**src/rtl/memmap_pkg.sv**
```systemverilog
// Shared definitions for the memory-map decoder: response codes and the
// region table (window base, span and attributes). Region index i is the
// bit position of that window in the one-hot target select.
package memmap_pkg;

    localparam int ADDR_W  = 32;
    localparam int DATA_W  = 64;
    localparam int NUM_RGN = 6;

    typedef enum logic [1:0] {
        RESP_OKAY     = 2'd0,
        RESP_DECODE   = 2'd1,
        RESP_MISALIGN = 2'd2,
        RESP_PERM     = 2'd3
    } resp_e;

    // Window bases: ROM, DRAM, serial, timer, devices, vector/debug
    localparam logic [31:0] RGN_BASE [NUM_RGN] = '{
        32'h0000_0000, 32'h1000_0000, 32'h4000_0000,
        32'h4000_1000, 32'h4000_2000, 32'hFFFF_0000
    };

    // Last address minus base for each window
    localparam logic [31:0] RGN_SPAN [NUM_RGN] = '{
        32'h0000_FFFF, 32'h0FFF_FFFF, 32'h0000_0FFF,
        32'h0000_0FFF, 32'h0FFF_DFFF, 32'h0000_FFFF
    };

    // Attribute masks, bit i = region i
    localparam logic [NUM_RGN-1:0] RGN_EXEC  = 6'b100011;
    localparam logic [NUM_RGN-1:0] RGN_WRITE = 6'b111110;

endpackage

```
**src/rtl/memmap_region_match.sv**
```systemverilog
// Compares an address against every window of the region table in parallel.
// Produces a hit vector (at most one bit set, since windows do not overlap)
// and the address rebased to the hit window. Assumes window bases are aligned
// to the widest access, so rebasing keeps alignment.
module memmap_region_match
    import memmap_pkg::*;
#(
    parameter int AW = ADDR_W,
    parameter int NR = NUM_RGN
) (
    input  logic [AW-1:0] addr,
    output logic [NR-1:0] hit,
    output logic [AW-1:0] offset
);

    logic [AW-1:0] rel [NR];

    // One unsigned range compare per window
    for (genvar gi = 0; gi < NR; gi++) begin : g_rgn
        assign rel[gi] = addr - AW'(RGN_BASE[gi]);
        assign hit[gi] = (rel[gi] <= AW'(RGN_SPAN[gi]));
    end

    // AND-OR select of the rebased address from the hit window
    always_comb begin
        offset = '0;
        for (int i = 0; i < NR; i++) begin
            if (hit[i]) offset = offset | rel[i];
        end
    end

endmodule

```
**src/rtl/memmap_access_check.sv**
```systemverilog
// Classifies a request as legal or one of three faults, in fixed priority:
// unmapped, then misaligned, then permission. Assumes hit is one-hot or zero.
module memmap_access_check
    import memmap_pkg::*;
#(
    parameter int NR = NUM_RGN
) (
    input  logic [NR-1:0] hit,
    input  logic [2:0]    addr_lo,
    input  logic [1:0]    size,
    input  logic          write,
    input  logic          fetch,
    output resp_e         code
);

    logic [3:0] width;
    logic       unmapped;
    logic       misaligned;
    logic       denied;

    // Fault detection and priority encode
    always_comb begin
        width      = 4'd1 << size;
        unmapped   = (hit == '0);
        misaligned = |(addr_lo & 3'(width - 4'd1));
        denied     = (write && |(hit & ~RGN_WRITE[NR-1:0])) ||
                     (fetch && |(hit & ~RGN_EXEC[NR-1:0]));
        if (unmapped)        code = RESP_DECODE;
        else if (misaligned) code = RESP_MISALIGN;
        else if (denied)     code = RESP_PERM;
        else                 code = RESP_OKAY;
    end

endmodule

```
**src/rtl/memmap_resp_mux.sv**
```systemverilog
// Returns the ready bit and read data of the selected target. Assumes the
// select is one-hot or zero; with no select both outputs are zero.
module memmap_resp_mux #(
    parameter int NR = 6,
    parameter int DW = 64
) (
    input  logic [NR-1:0]    sel,
    input  logic [NR-1:0]    ready_in,
    input  logic [NR*DW-1:0] rdata_in,
    output logic             ready_out,
    output logic [DW-1:0]    rdata_out
);

    // AND-OR collapse of per-target responses
    always_comb begin
        ready_out = 1'b0;
        rdata_out = '0;
        for (int i = 0; i < NR; i++) begin
            if (sel[i]) begin
                ready_out = ready_out | ready_in[i];
                rdata_out = rdata_out | rdata_in[i*DW +: DW];
            end
        end
    end

endmodule

```
**src/rtl/memmap_decoder.sv**
```systemverilog
// Memory-map decoder top. Accepts one request while idle, then either holds
// a one-hot select and rebased offset until that target is ready, or returns
// a fault code one cycle later without touching any target. Assumes targets
// keep rdata valid in the cycle they raise ready.
module memmap_decoder
    import memmap_pkg::*;
#(
    parameter int ADDR_W = memmap_pkg::ADDR_W,
    parameter int DATA_W = memmap_pkg::DATA_W,
    localparam int NR     = NUM_RGN,
    localparam int STRB_W = DATA_W / 8
) (
    input  logic                 clk,
    input  logic                 rst_n,
    input  logic                 req_valid,
    output logic                 req_ready,
    input  logic [ADDR_W-1:0]    req_addr,
    input  logic [1:0]           req_size,
    input  logic                 req_write,
    input  logic                 req_fetch,
    input  logic [DATA_W-1:0]    req_wdata,
    input  logic [STRB_W-1:0]    req_strb,
    output logic [NR-1:0]        tgt_sel,
    output logic [ADDR_W-1:0]    tgt_offset,
    output logic [1:0]           tgt_size,
    output logic                 tgt_write,
    output logic [DATA_W-1:0]    tgt_wdata,
    output logic [STRB_W-1:0]    tgt_strb,
    input  logic [NR-1:0]        tgt_ready,
    input  logic [NR*DATA_W-1:0] tgt_rdata,
    output logic                 rsp_valid,
    output logic [1:0]           rsp_resp,
    output logic [DATA_W-1:0]    rsp_rdata
);

    typedef enum logic [1:0] {ST_IDLE, ST_BUSY, ST_FAULT} state_e;

    state_e              state;
    logic [NR-1:0]       hit;
    logic [ADDR_W-1:0]   rebased;
    resp_e               code;
    logic                accept;
    logic [NR-1:0]       sel_q;
    resp_e               fault_q;
    logic                pick_ready;
    logic [DATA_W-1:0]   pick_rdata;

    memmap_region_match #(.AW(ADDR_W), .NR(NR)) u_match (
        .addr   (req_addr),
        .hit    (hit),
        .offset (rebased)
    );

    memmap_access_check #(.NR(NR)) u_check (
        .hit     (hit),
        .addr_lo (req_addr[2:0]),
        .size    (req_size),
        .write   (req_write),
        .fetch   (req_fetch),
        .code    (code)
    );

    memmap_resp_mux #(.NR(NR), .DW(DATA_W)) u_mux (
        .sel       (sel_q),
        .ready_in  (tgt_ready),
        .rdata_in  (tgt_rdata),
        .ready_out (pick_ready),
        .rdata_out (pick_rdata)
    );

    // Request acceptance only while idle
    assign req_ready = (state == ST_IDLE);
    assign accept    = req_valid && req_ready;

    // Control FSM: idle, waiting on a target, or returning a fault
    always_ff @(posedge clk) begin
        if (!rst_n) begin
            state   <= ST_IDLE;
            sel_q   <= '0;
            fault_q <= RESP_OKAY;
        end else begin
            case (state)
                ST_IDLE: begin
                    if (accept) begin
                        if (code != RESP_OKAY) begin
                            fault_q <= code;
                            state   <= ST_FAULT;
                        end else begin
                            sel_q <= hit;
                            state <= ST_BUSY;
                        end
                    end
                end
                ST_BUSY: begin
                    if (pick_ready) begin
                        sel_q <= '0;
                        state <= ST_IDLE;
                    end
                end
                default: begin
                    fault_q <= RESP_OKAY;
                    state   <= ST_IDLE;
                end
            endcase
        end
    end

    // Capture of forwarded request fields on a legal accept
    always_ff @(posedge clk) begin
        if (!rst_n) begin
            tgt_offset <= '0;
            tgt_size   <= '0;
            tgt_write  <= 1'b0;
            tgt_wdata  <= '0;
            tgt_strb   <= '0;
        end else if (accept && code == RESP_OKAY) begin
            tgt_offset <= rebased;
            tgt_size   <= req_size;
            tgt_write  <= req_write;
            tgt_wdata  <= req_wdata;
            tgt_strb   <= req_strb;
        end
    end

    // Target select is live only while waiting on a target
    assign tgt_sel = (state == ST_BUSY) ? sel_q : '0;

    // Response generation for both the target path and the fault path
    always_comb begin
        rsp_valid = 1'b0;
        rsp_resp  = RESP_OKAY;
        rsp_rdata = '0;
        if (state == ST_FAULT) begin
            rsp_valid = 1'b1;
            rsp_resp  = fault_q;
        end else if (state == ST_BUSY && pick_ready) begin
            rsp_valid = 1'b1;
            rsp_rdata = pick_rdata;
        end
    end

endmodule

```
**config.mk**
```make
export PLATFORM = sky130hd
export DESIGN_NAME = memmap_decoder
export DESIGN_NICKNAME = d
export VERILOG_FILES = /design/src/rtl/memmap_pkg.sv /design/src/rtl/memmap_region_match.sv /design/src/rtl/memmap_access_check.sv /design/src/rtl/memmap_resp_mux.sv /design/src/rtl/memmap_decoder.sv
export SDC_FILE = /design/constraint.sdc
export NUM_CORES = 1
export LEC_CHECK = 0
export ABC_AREA = 1
export BUFFER_PORTS_ARGS = -buffer_cell sky130_fd_sc_hd__buf_4
export CAP_MARGIN = 20
export CORE_AREA = 2 2 267 269
export DETAILED_ROUTE_END_ITERATION = 6
export DIE_AREA = 0 0 269 271
export GPL_ROUTABILITY_DRIVEN = 0
export PLACE_DENSITY = 0.34
export SYNTH_ARGS = -nofsm -noshare
export SYNTH_HDL_FRONTEND = slang
export SYNTH_HIERARCHICAL = 1
export SYNTH_SLANG_ARGS = --single-unit
```
**constraint.sdc**
```tcl
create_clock -name clk -period 6.65 [get_ports clk]
set_input_delay 0.9975 -clock clk [delete_from_list [all_inputs] [get_ports clk]]
set_output_delay 0.9975 -clock clk [all_outputs]
set_load 0.005 [all_outputs]
```
## Yosys cells after proc, flatten, opt, wreduce, memory -nomap -nowiden

Cells that the tools add are included.

| operators by class | value |
|---|---|
| bitwise gates (word level) | 17 |
| $add $sub $neg | 6 |
| $lt $le $gt $ge | 6 |
| eq/ne operators | 6 |
| shift-type cells | 1 |
| muxes and demuxes | 38 |
| reduce and logical (&&, ||, !) cells | 16 |

Operators by type and width:

| operator | number |
|---|---|
| $mux W64 | 8 |
| $or A64 B64 Y64 | 5 |
| $mux W32 | 6 |
| $or A32 B32 Y32 | 5 |
| $sub A32 B31 Y32 const B | 3 |
| $le A32 B12 Y1 const B | 2 |
| $le A32 B16 Y1 const B | 2 |
| $le A32 B28 Y1 const B | 2 |
| $sub A32 B29 Y32 const B | 1 |
| $sub A32 B32 Y32 const B | 1 |
| $mux W6 | 4 |
| $mux W2 | 9 |
| $pmux W6 S2 | 1 |
| $mux W1 | 8 |
| $pmux W2 S2 | 2 |
| $logic_not A6 Y1 | 1 |
| $reduce_or A3 Y1 | 2 |
| $logic_and A1 B1 Y1 | 5 |
| $or A1 B1 Y1 | 5 |
| $logic_not A2 Y1 | 2 |
| $ne A2 B1 Y1 const B | 2 |
| $ne A2 B2 Y1 const B | 2 |
| $reduce_and A4 Y1 | 1 |
| $reduce_bool A2 Y1 | 2 |
| other kinds (9) | 9 |

| storage, ports and cells | value |
|---|---|
| bits in registers | 117 |
| output and inout bits | 181 |
| logic and storage cells | 98 |

## Longest topological paths before layout

| depth | value |
|---|---|
| word-level depth | 14 |
| mapped depth | 27 |
| mapped depth without buffers | 26 |

## Hierarchy

The synthesis kept the hierarchy.

By module, submodules not included:

| module | area an instance (µm²) | cells each | times used |
|---|---|---|---|
| memmap_decoder | 4952.2 | 688 | 1 |
| memmap_resp_mux | 3310.7 | 822 | 1 |
| memmap_region_match | 2487.4 | 494 | 1 |
| memmap_access_check | 83.8 | 20 | 1 |

## Least setup slack after synthesis

No wires, ideal clock.

| timing | value |
|---|---|
| path kind | in2reg |
| start | input req_addr[28] |
| end | register tgt_offset[0] |
| setup time | 119 ps |
| required time | 6531 ps |
| arrival time | 3454 ps |
| cell stages on the path | 22 |
| slack | 3077 ps |
| cells stage by stage | buf_2 inv_1 ha_1 nand2_1 nor2_1 nand3_1 nand2_1 nand2_1 and2_1 and3_1 nor2_2 nand2_1 nand2_2 nand2_1 nand2_1 nand2_1 nor2_1 nand3_4 buf_6 buf_6 o21ai_1 a21oi_1 |

RTL lines:

| element | RTL line | text |
|---|---|---|
| from (decl) | memmap_decoder.sv:17 | `input logic [ADDR_W-1:0] req_addr,` |
| $sub A32 B31 Y32 (*) | memmap_region_match.sv:20 | `assign rel[gi] = addr - AW'(RGN_BASE[gi]);` |
| $le A32 B12 Y1 (*) | memmap_region_match.sv:21 | `assign hit[gi] = (rel[gi] <= AW'(RGN_SPAN[gi]));` |
| net hit[3] | memmap_decoder.sv:39 | `logic [NR-1:0] hit;` |
| $reduce_or A3 Y1 | memmap_access_check.sv:27 | `(fetch && \|(hit & ~RGN_EXEC[NR-1:0]));` |
| $logic_and A1 B1 Y1 | memmap_access_check.sv:27 |  |
| $logic_or A1 B1 Y1 | memmap_access_check.sv:26 | `denied = (write && \|(hit & ~RGN_WRITE[NR-1:0])) \|\|` |
| $mux W2 | memmap_access_check.sv:30 | `else if (denied) code = RESP_PERM;` |
| $mux W2 | memmap_access_check.sv:29 | `else if (misaligned) code = RESP_MISALIGN;` |
| $mux W2 (*) | memmap_access_check.sv:28 | `if (unmapped) code = RESP_DECODE;` |
| net code[0] | memmap_decoder.sv:41 | `resp_e code;` |
| $logic_not A2 Y1 (*) | memmap_decoder.sv:116 | `end else if (accept && code == RESP_OKAY) begin` |
| $logic_and A1 B1 Y1 (*) | memmap_decoder.sv:116 |  |
| to (signal assigned) | memmap_decoder.sv:117 | `tgt_offset <= rebased;` |
| to (decl) | memmap_decoder.sv:24 | `output logic [ADDR_W-1:0] tgt_offset,` |

The timed path passes the listed nets; every way through them passes the cells marked *.
A chain may end at the register's enable or synchronous reset.

## Worst setup path after layout

| timing | value |
|---|---|
| start | input req_addr[29] |
| end | register tgt_wdata[31] |

| between the ends | value |
|---|---|
| cells in the longest elaborated chain, start to end | 10 |

Ends and longest elaborated chain:

| element | RTL line | text |
|---|---|---|
| $sub A32 B31 Y32 (*) | memmap_region_match.sv:20 |  |
| $le A32 B28 Y1 (*) | memmap_region_match.sv:21 |  |
| net hit[4] | memmap_decoder.sv:39 |  |
| $reduce_or A3 Y1 | memmap_access_check.sv:27 |  |
| $logic_and A1 B1 Y1 | memmap_access_check.sv:27 |  |
| $logic_or A1 B1 Y1 | memmap_access_check.sv:26 |  |
| $mux W2 | memmap_access_check.sv:30 |  |
| $mux W2 | memmap_access_check.sv:29 |  |
| $mux W2 (*) | memmap_access_check.sv:28 |  |
| net code[0] | memmap_decoder.sv:41 |  |
| $logic_not A2 Y1 (*) | memmap_decoder.sv:116 |  |
| $logic_and A1 B1 Y1 (*) | memmap_decoder.sv:116 |  |
| to (signal assigned) | memmap_decoder.sv:120 | `tgt_wdata <= req_wdata;` |
| to (decl) | memmap_decoder.sv:27 | `output logic [DATA_W-1:0] tgt_wdata,` |

Marked as above.

==> flow_summary.yaml <==
synthesis:
  seq_area_frac_synth: 0.216
  synth.top_cell.area_share: 0.296
  synthTopCellsByArea: "nand2_1 (30%), dfxtp_1 (22%), inv_1 (10%)"
  yosys.cell_types.count: 34
  synth_area_leader_cell: "nand2_1"
  synth_cells: 2024
  yosysWarningCount: 6
  syn_area_um2: 10800
  ys_ff_latch: 117
  synth_nets: 2540
  syn_avg_cell_area_um2: 5.35
final_layout:
  n_fill_cell: 8180
  area_growth_pct: 57.2
  nNetsFinal: 3149
  drive_above_1_share: 0.301
  fin_area_um2: 17000
setup_path:
  crit_path_top_delay_cell: "buf_12"
  crit_path_max_fanout: 173
  worst_setup_path_end_kind: "flop"
  regToRegSetupSlack_ns: 4.37
  r2r-start: "sel_q[0]"
  crit_path_max_incr_delay_ns: 0.54
  crit_arrival_ns: 4.96
  rr_worst_depth: 12
  crit_chain: "buf_4 > inv_1 > ha_1 > nand2_1 > nor2_1 > nand4_1 > nand2_1 > nand3_1 > nor2_1 > nand2_2 > inv_1 > inv_1 > nand2_1 > nand2_2 > nand2_1 > nand2_1 > nand2_1 > nor2_1 > nand3_4 > buf_12 > o21ai_0 > a21oi_1"
  cp_common_cell: "nand2_1"
  rr_endpoint: "sel_q[2]"
  start_kind: "input port"
  required_ns: 6.99
  critPathKind: "input port to flop"
place:
  place_hpwl_um: 54700
  port_buffers: 681
  dpl_cell_area_um2: 16400
sta:
  hold_viol: 0
  final.setup.tns_ns: 0
  slew_headroom: 0.353
  fin_worst_skew_ns: 0.00936
  post-route-period-util: 0.695
  max_slew.worst_pin.slew_ns: 0.970
  max_freq_mhz: 216
  period_needed_ns: 4.62
  finalSetupViolations: 0
  slew_viol_final: 0
  rsz0062_at_grt: "false"
min_path:
  hold_class: "flop to flop"
  hold_path_end: "tgt_offset[9]"
  min_delay_path_depth: 2
  hp-start: "tgt_offset[9]"
global_route:
  overflow: 0
  grt_usage: 0.178
  grt_max_degree: 174
  antenna_found_initial: 18
  grt_pass1_wl_um: 96500
  grt_pass1_vias: 14310
detailed_routing:
  dr.pass1.iters: 5
  ant_nets: 0
  viasPerCell: 3.99
  vias: 14372
  first_iter_violations: 708
  drc: 0
  wl_per_cell_um: 18.9
  wirelength_um: 67900
power_and_ir_drop:
  ir_drop_mv: 0.173
  p_per_area_nw_per_um2: 176
  leakagePower_uw: 0.00895
die:
  io_pins: 682
  die-area_um2: 72900
  core_region_area_um2: 69800
  initial_core_util: 0.155
  die_x_um: 269
  rows: 97
  die_h_um: 271
clocking:
  cts_hold_buf: 0
  cts_buffers: 17
  cts_tree: "yes"
  postCtsSetupBuffers: 0
  cts-root-buf: "clkbuf_16"
  cts.sink_count: 117
  cts_resized: 0
  htreeDepth: 4
  worstSkewPairLatency_ns: 0.42
  cts.path.max_buffers: 2
  clk_pin_slew_worst_paths_ns: 0.05
flow_run:
  cap_violations: 0
run_status:
  outcome: "completed"
## critical path, delay by kind of cell
| family | cells | cell delay, ns |
|---|---|---|
| AOI/OAI and AO/OA | 2 | 0.31 |
| adders and majority gates | 1 | 0.33 |
| buffers and inverters | 5 | 1.32 |
| and+or+nand+nor | 14 | 1.87 |
## metal layers
layer,global-route usage,part of all wire,vias to the layer above
met2,0.331,0.52,448
met3,0.0534,0.082,48
li1,-,-,7326
met5,0,0.00088,-
met1,0.193,0.38,6542
met4,0.0478,0.015,8
## cell type report
type | instances | area (um2) | area share
multi-input cells | 1491 | 6520 | 0.383
repair buffers | 688 | 5190 | 0.305
flip-flops and latches | 117 | 2360 | 0.139
inverters | 318 | 1190 | 0.0701
well taps | 940 | 1180 | 0.0691
clock buffers | 24 | 492 | 0.0289
clock inverters | 7 | 71.3 | 0.00419
diodes | 13 | 32.5 | 0.00191
## registers in the layout, indices dropped and copies added, names as in the netlist
register,flops
tgt_wdata,64
tgt_write,1
tgt_strb,8
fault_q,2
sel_q,6
tgt_size,2
tgt_offset,32
state,2
## synth_stat cells, drive strengths merged
cell type  number
and3            1
nand3          68
xnor2           2
nand4          19
nor3            4
dfxtp         117
clkbuf         17
o211ai          1
clkinv          1
inv           317
a21oi         115
nor3b           2
buf            81
and2            1
o21ai         125
nand3b          1
ha             15
or2             2
nand2         877
nor4            1
nor2          239
xor2            8
o22ai          10
## worst max path at each step
stage | to | from | cells after the start | slack (ns)
detailed placement | tgt_wdata[25] | req_addr[29] | 22 | 1.62
floorplan | tgt_offset[0] | req_addr[28] | 22 | 3.08
CTS | tgt_wdata[25] | req_addr[29] | 22 | 2.05
finish | tgt_wdata[31] | req_addr[29] | 22 | 2.03
global route | tgt_wdata[32] | req_addr[29] | 22 | 1.53
global placement | tgt_wdata[13] | req_addr[29] | 22 | 1.68
## kinds of logic after synthesis
kind of cell | count (synthesis) | synth area share
AO/OA/AOI/OAI | 251 | 0.117
XOR/XNOR | 10 | 0.00808
buffers and inverters | 416 | 0.183
adder cells (fa/ha/maj) | 15 | 0.0173
flip-flops | 117 | 0.216
AND/OR/NAND/NOR | 1215 | 0.458
## metrics by stage
stage / setup slack [ns] / hold slack [ns] / power, uW / util / instances
floorplan: 3.08 / 0.440 / 1560 / - / 2024
global placement: 1.68 / 0.434 / 2130 / 0.235 / 3553
detailed placement: 1.62 / 0.437 / 2130 / 0.235 / 3553
CTS: 2.05 / 0.446 / 3050 / 0.243 / 3584
global route: 1.53 / 0.458 / 3230 / 0.244 / 3595
finish: 2.03 / 0.443 / 2990 / 0.244 / 3598
## where the power goes
group	leakage [uW]	switching [uW]	internal [uW]	total, uW
logic	0.00771	683	523	1210
clock network	0.000277	346	552	898
registers	0.000961	110	778	887
total	0.00895	1140	1850	2990
## cells in the final DEF (no fill, tap or decap), types with 3 or more instances in the layout
| cell | netlist | final |
|---|---|---|
| dfxtp_4 | 0 | 5 |
| nand2_2 | 22 | 23 |
| clkbuf_16 | 0 | 17 |
| o22ai_1 | 10 | 10 |
| nand2_1 | 855 | 854 |
| buf_4 | 18 | 686 |
| ha_1 | 15 | 15 |
| inv_1 | 300 | 300 |
| nor2_1 | 215 | 215 |
| nor2_4 | 13 | 13 |
| nand3_2 | 5 | 5 |
| o21ai_1 | 49 | 49 |
| clkbuf_8 | 0 | 4 |
| o21ai_0 | 76 | 76 |
| inv_2 | 17 | 17 |
| dfxtp_1 | 117 | 111 |
| diode_2 | 0 | 13 |
| nand4_1 | 19 | 19 |
| xor2_1 | 8 | 8 |
| nor3_1 | 4 | 4 |
| a21oi_1 | 115 | 115 |
| nand3_1 | 61 | 61 |
| clkbuf_1 | 17 | 3 |
| nor2_2 | 10 | 10 |
Note: power is estimated with default switching activity, not from simulation.
